==> src/rtl/xlat_pkg.sv <==
`timescale 1ns/1ps
package xlat_pkg;
    parameter int ADDR_W    = 14;
    parameter int OFF_W     = 11;
    parameter int PADDR_W   = 15;
    parameter int MON_PAGES = 2;

    localparam int PAGE_W   = ADDR_W - OFF_W;
    localparam int NPAGES   = 1 << PAGE_W;
    localparam int RPAGE_W  = PADDR_W - OFF_W;
    localparam int ENTRY_W  = RPAGE_W + 2;
    localparam int UA_BIT   = ENTRY_W - 1;
    localparam int RO_BIT   = ENTRY_W - 2;
    localparam int NREGS    = NPAGES + MON_PAGES;
    localparam int SEL_W    = $clog2(NREGS);
    localparam int MON_BASE = NPAGES - MON_PAGES;

    typedef logic [ENTRY_W-1:0] entry_t;

    typedef enum logic [1:0] {
        CAUSE_NONE       = 2'd0,
        CAUSE_UNASSIGNED = 2'd1,
        CAUSE_READONLY   = 2'd2
    } cause_e;

    typedef struct packed {
        logic               valid;
        logic               access;
        logic               trap;
        cause_e             cause;
        logic [PAGE_W-1:0]  page;
        logic [PADDR_W-1:0] paddr;
    } rsp_t;
endpackage

==> src/rtl/xlat_mapregs.sv <==
`timescale 1ns/1ps
module xlat_mapregs
    import xlat_pkg::*;
(
    input  logic             clk,
    input  logic             rst_n,
    input  logic             wr_en,
    input  logic [SEL_W-1:0] wr_sel,
    input  entry_t           wr_data,
    output entry_t           user_map [NPAGES],
    output entry_t           mon_map  [MON_PAGES]
);
    localparam logic [SEL_W-1:0] LAST_SEL = SEL_W'(NREGS - 1);

    entry_t regs_d [NREGS];
    entry_t regs_q [NREGS];

    always_comb begin
        for (int i = 0; i < NREGS; i++) begin
            regs_d[i] = regs_q[i];
        end
        if (wr_en && (wr_sel <= LAST_SEL)) begin
            for (int i = 0; i < NREGS; i++) begin
                if (wr_sel == SEL_W'(i)) begin
                    regs_d[i] = wr_data;
                end
            end
        end
    end

    always_ff @(posedge clk) begin
        for (int i = 0; i < NREGS; i++) begin
            if (!rst_n) begin
                regs_q[i] <= '1;
            end else begin
                regs_q[i] <= regs_d[i];
            end
        end
    end

    for (genvar g = 0; g < NPAGES; g++) begin : g_user
        assign user_map[g] = regs_q[g];
    end
    for (genvar m = 0; m < MON_PAGES; m++) begin : g_mon
        assign mon_map[m] = regs_q[NPAGES + m];
    end
endmodule

==> src/rtl/xlat_lookup.sv <==
`timescale 1ns/1ps
module xlat_lookup
    import xlat_pkg::*;
(
    input  logic [ADDR_W-1:0]  addr,
    input  logic               monitor,
    input  logic               use_umap,
    input  logic               write,
    input  entry_t             user_map [NPAGES],
    input  entry_t             mon_map  [MON_PAGES],
    output logic [PADDR_W-1:0] paddr,
    output logic               trap,
    output cause_e             cause
);
    logic [PAGE_W-1:0] page;
    logic [OFF_W-1:0]  off;
    logic              mapped;
    entry_t            ent;

    assign page = addr[ADDR_W-1:OFF_W];
    assign off  = addr[OFF_W-1:0];

    always_comb begin
        mapped = 1'b0;
        ent    = '0;
        if (!monitor || use_umap) begin
            mapped = 1'b1;
            ent    = user_map[page];
        end else begin
            for (int i = 0; i < MON_PAGES; i++) begin
                if (page == PAGE_W'(MON_BASE + i)) begin
                    mapped = 1'b1;
                    ent    = mon_map[i];
                end
            end
        end

        trap  = 1'b0;
        cause = CAUSE_NONE;
        paddr = PADDR_W'(addr);
        if (mapped) begin
            paddr = {ent[RPAGE_W-1:0], off};
            if (ent[UA_BIT]) begin
                trap  = 1'b1;
                cause = CAUSE_UNASSIGNED;
            end else if (ent[RO_BIT] && write) begin
                trap  = 1'b1;
                cause = CAUSE_READONLY;
            end
        end
        if (trap) begin
            paddr = '0;
        end
    end
endmodule

==> src/rtl/xlat_unit.sv <==
`timescale 1ns/1ps
module xlat_unit
    import xlat_pkg::*;
(
    input  logic               clk,
    input  logic               rst_n,
    input  logic               wr_en,
    input  logic [SEL_W-1:0]   wr_sel,
    input  logic [ENTRY_W-1:0] wr_data,
    input  logic               req_valid,
    input  logic [ADDR_W-1:0]  req_addr,
    input  logic               req_monitor,
    input  logic               req_use_umap,
    input  logic               req_write,
    output logic               rsp_valid,
    output logic               rsp_access,
    output logic               rsp_trap,
    output logic [1:0]         rsp_cause,
    output logic [PAGE_W-1:0]  rsp_page,
    output logic [PADDR_W-1:0] rsp_paddr
);
    entry_t             user_map [NPAGES];
    entry_t             mon_map  [MON_PAGES];
    logic [PADDR_W-1:0] paddr_c;
    logic               trap_c;
    cause_e             cause_c;
    rsp_t               rsp_d;
    rsp_t               rsp_q;

    xlat_mapregs u_regs (
        .clk      (clk),
        .rst_n    (rst_n),
        .wr_en    (wr_en),
        .wr_sel   (wr_sel),
        .wr_data  (wr_data),
        .user_map (user_map),
        .mon_map  (mon_map)
    );

    xlat_lookup u_look (
        .addr     (req_addr),
        .monitor  (req_monitor),
        .use_umap (req_use_umap),
        .write    (req_write),
        .user_map (user_map),
        .mon_map  (mon_map),
        .paddr    (paddr_c),
        .trap     (trap_c),
        .cause    (cause_c)
    );

    always_comb begin
        rsp_d        = '0;
        rsp_d.cause  = CAUSE_NONE;
        if (req_valid) begin
            rsp_d.valid  = 1'b1;
            rsp_d.trap   = trap_c;
            rsp_d.access = !trap_c;
            rsp_d.cause  = cause_c;
            rsp_d.page   = req_addr[ADDR_W-1:OFF_W];
            rsp_d.paddr  = paddr_c;
        end
    end

    always_ff @(posedge clk) begin
        if (!rst_n) begin
            rsp_q <= '0;
        end else begin
            rsp_q <= rsp_d;
        end
    end

    assign rsp_valid  = rsp_q.valid;
    assign rsp_access = rsp_q.access;
    assign rsp_trap   = rsp_q.trap;
    assign rsp_cause  = rsp_q.cause;
    assign rsp_page   = rsp_q.page;
    assign rsp_paddr  = rsp_q.paddr;
endmodule

==> config.mk <==
export PLATFORM = sky130hd
export DESIGN_NAME = xlat_unit
export DESIGN_NICKNAME = d
export VERILOG_FILES = /design/src/rtl/xlat_pkg.sv /design/src/rtl/xlat_mapregs.sv /design/src/rtl/xlat_lookup.sv /design/src/rtl/xlat_unit.sv
export SDC_FILE = /design/constraint.sdc
export NUM_CORES = 1
export LEC_CHECK = 0
export ABC_AREA = 1
export CAP_MARGIN = 0
export CORE_AREA = 2 2 96 98
export CTS_BUF_LIST = sky130_fd_sc_hd__clkbuf_8
export CTS_CLUSTER_DIAMETER = 50
export DETAILED_ROUTE_END_ITERATION = 6
export DIE_AREA = 0 0 98 100
export PLACE_DENSITY = 0.71
export SYNTH_ARGS = -nofsm -noshare
export SYNTH_HDL_FRONTEND = slang
export SYNTH_HIERARCHICAL = 1
export SYNTH_SLANG_ARGS = --single-unit
==> constraint.sdc <==
create_clock -name clk -period 1.4 [get_ports clk]
set_input_delay 0.28 -clock clk [delete_from_list [all_inputs] [get_ports clk]]
set_output_delay 0.28 -clock clk [all_outputs]
set_load 0.01 [all_outputs]
==> metrics <==
combinational power share=between 10% and 20%; placed instance area=approximately 5000 µm²; # diodes=0; largest net degree at the start of global routing=61; dpl ws=-0.705 ns; wire per inst=14.5 µm; syn_nets=about 600; DP Wirelength=between 7 and 8 mm; Avg Cell Area, Syn=about 7.1 µm²; Sw Share=roughly 27%; Syn Inst Count=around 560; Final Skew=about 0.011 ns; GP Congestion=0.953; yosys warns=6; r2r endpoint=rsp_paddr[7]; number of flops mapped to enable cells by yosys=0; Switch Pwr=about 1.4 mW; R2R cell count=9; crit path max fanout=6; register bit count reported by yosys=slightly above 80; share of cells above drive strength 1=26.0%; Setup crit start kind=input pin; gr ovfl total=0; R2R Setup Slk=approximately 0.090 ns; cell internal pwr=3.83 mW; die area=a little under 10000 µm²; Reg clk slew, reported paths=approximately 0.08 ns; post-synthesis cell type count=25; max-cap viol count=0; DRC viols=0; Clock Latency Late Sink=around 0.36 ns; Synth Flop Type=dfxtp_1; worst slew pin tran=around 0.34 ns; CTS Hold Bufs=0; IO Count=54; CTS Sinks=83; mapped cell area=roughly 4000 µm²; Port Buf Inserts=53; Vias=between 3000 and 4000; first-pass GRT wire length=18.2 mm; drt initial violations=~220; router iterations before antenna repair=5; initial antenna violation count=0; H-tree levels=3; Max Clk Rate=approximately 760 MHz; Filler cells=around 850; Longest Clk Path Bufs=2; gr usage total=between 20% and 30%; post-synth top area cell=dfxtp_1; asr flop ratio synth=0%; sequential share of power=~46%; Via density=between 5 and 6; hold crit path type=in2reg; total power=about 5.3 mW; WHS Path Cells=4; power share of the clock group=36.9%; sequential fraction of the synthesis area=between 40% and 50%; die width=around 98 µm; WHS Endpoint=rsp_page[1]; area delta synth->final=34.9%; hold wc startpoint=req_addr[12]; CORE AREA=slightly below 9000 µm²; slew margin rel.=between 70 and 80%; Final Cycle Share=a little over nine tenths; worst endpoint required time=between 1.5 and 2 ns; WL final=approximately 11 mm; post-synth top area share=a little over two fifths; Post-DRT Antenna Nets=0; Worst IR Drop VDD=~0.73 mV; Worst Path Arrival=about 1.6 ns; main area contributors after synthesis=dfxtp_1 42%, nand2_1 15%, nand3_1 11%; vias in the first global route=3655; Finished Cell Area=approximately 5300 µm²; status=completed; final setup fails=0; final worst setup slack=~0.085 ns; leakage=2.75 nW; clock tree from TritonCTS=yes; Critical R2R Launch=u_regs/regs_q[2][10]; Tmin final=1.32 ns; Pins Over Slew Limit=0; Net count, final=684; CP Capture Type=flop; RSZ-0062 raised after global routing=no; die height=approximately 100 µm; starting density of the core=~45%; root cell of the clock tree=clkbuf_8; count of final hold-check violations=0; row count=35; sum of negative setup slack=0 ns; CTS Buf Count=9; Cell Pwr Density=985 nW/µm²; CP Class=in2reg
[per-stage QoR]
| stage | util [%] | hold slack (ns) | std cells |
|---|---|---|---|
| after global placement | 55.8 | 0.442 | 748 |
| after global routing | 60.2 | 0.316 | 769 |
| final | 60.2 | 0.311 | 769 |
| after floorplan | - | 0.392 | 555 |
| after CTS | 58.7 | 0.364 | 767 |
| after detailed placement | 55.8 | 0.440 | 748 |
[worst max-delay path: stages]
cell	delay, ns
clkdlybuf4s50_1	0.50
inv_2	0.16
nand2_2	0.14
nor2_4	0.16
nand3_2	0.14
nand2_1	0.09
nand3_1	0.07
[repair_timing]
action	CTS	global route
resized for setup	38	44
buffers inserted	2	1
pin swaps	3	10
gates cloned	1	1
setup endpoints to repair	44	53
[state kept, by name, indices dropped and copies added (netlist names)]
name / cells
rsp_access: 1
rsp_cause: 2
rsp_paddr: 15
rsp_page: 3
rsp_trap: 1
rsp_valid: 1
u_regs/regs_q: 60
[final cells by class]
type,instances,area (µm²),share of cell area (%)
clock inverters,6,90.1,1.68
repair buffers,118,1040,19.4
multi-input cells,382,2040,38.2
inverters,59,234,4.38
flip-flops and latches,83,1670,31.1
clock buffers,10,138,2.57
well taps,111,139,2.60
[synth_stat cells (5+ instances only)]
library cell and instances:
nor2_1 40, nand3_1 86, nand3_2 6, nand2_1 154
clkbuf_1 16, nor2_2 19, nand4_1 45, nand2_2 6
buf_6 5, buf_2 6, inv_1 54, inv_2 5
nor2_4 9, dfxtp_1 83
[layer usage]
metal / track usage [%] / part of all wire, % / vias up
met5: 0 / 0 / -
met4: 6.62 / 1.8 / 0
met3: 4.53 / 6.2 / 16
met2: 39.6 / 48 / 162
met1: 30.3 / 44 / 1816
li1: - / - / 1995
[worst max path at each step]
stage	start	endpoint	slack (ns)	cells past startpoint
after floorplan	req_addr[11]	rsp_paddr[5]	0.03	13
after global placement	req_addr[11]	rsp_paddr[5]	-0.67	13
after detailed placement	req_addr[11]	rsp_paddr[5]	-0.71	13
after CTS	req_monitor	rsp_paddr[0]	0.007	12
after global routing	wr_sel[3]	u_regs/regs_q[1][5]	0.01	7
final	wr_sel[3]	u_regs/regs_q[3][0]	0.08	7
[kinds of logic after synthesis]
group,share of synthesized area (%)
simple gates,46.4
buf+inv,10.7
flops,41.9
compound gates,0.978
[placed cells by master (no fill, tap or decap), drive strengths merged]
master	netlist	final
or2	3	3
o211ai	2	2
clkdlybuf4s50	0	21
o21ai	4	4
dlygate4sd2	0	24
buf	16	67
nand4	48	48
nor2	68	68
nand3	92	92
nor3	1	1
dlymetal6s2s	0	4
dfxtp	83	83
inv	59	60
bufinv	0	2
clkbuf	17	12
clkinv	0	3
nand2	162	164
[power by group through the flow]
stage | registers (mW) | logic (mW) | clock network [mW]
2_1_floorplan | 2.50 | 0.437 | 0
3_3_place_gp | 2.49 | 0.788 | 0
3_5_place_dp | 2.50 | 0.798 | 0
4_1_cts | 2.44 | 0.818 | 1.98
5_1_grt | 2.45 | 0.959 | 2.11
6_report | 2.44 | 0.882 | 1.94
Power figures use the tool's default switching activity.
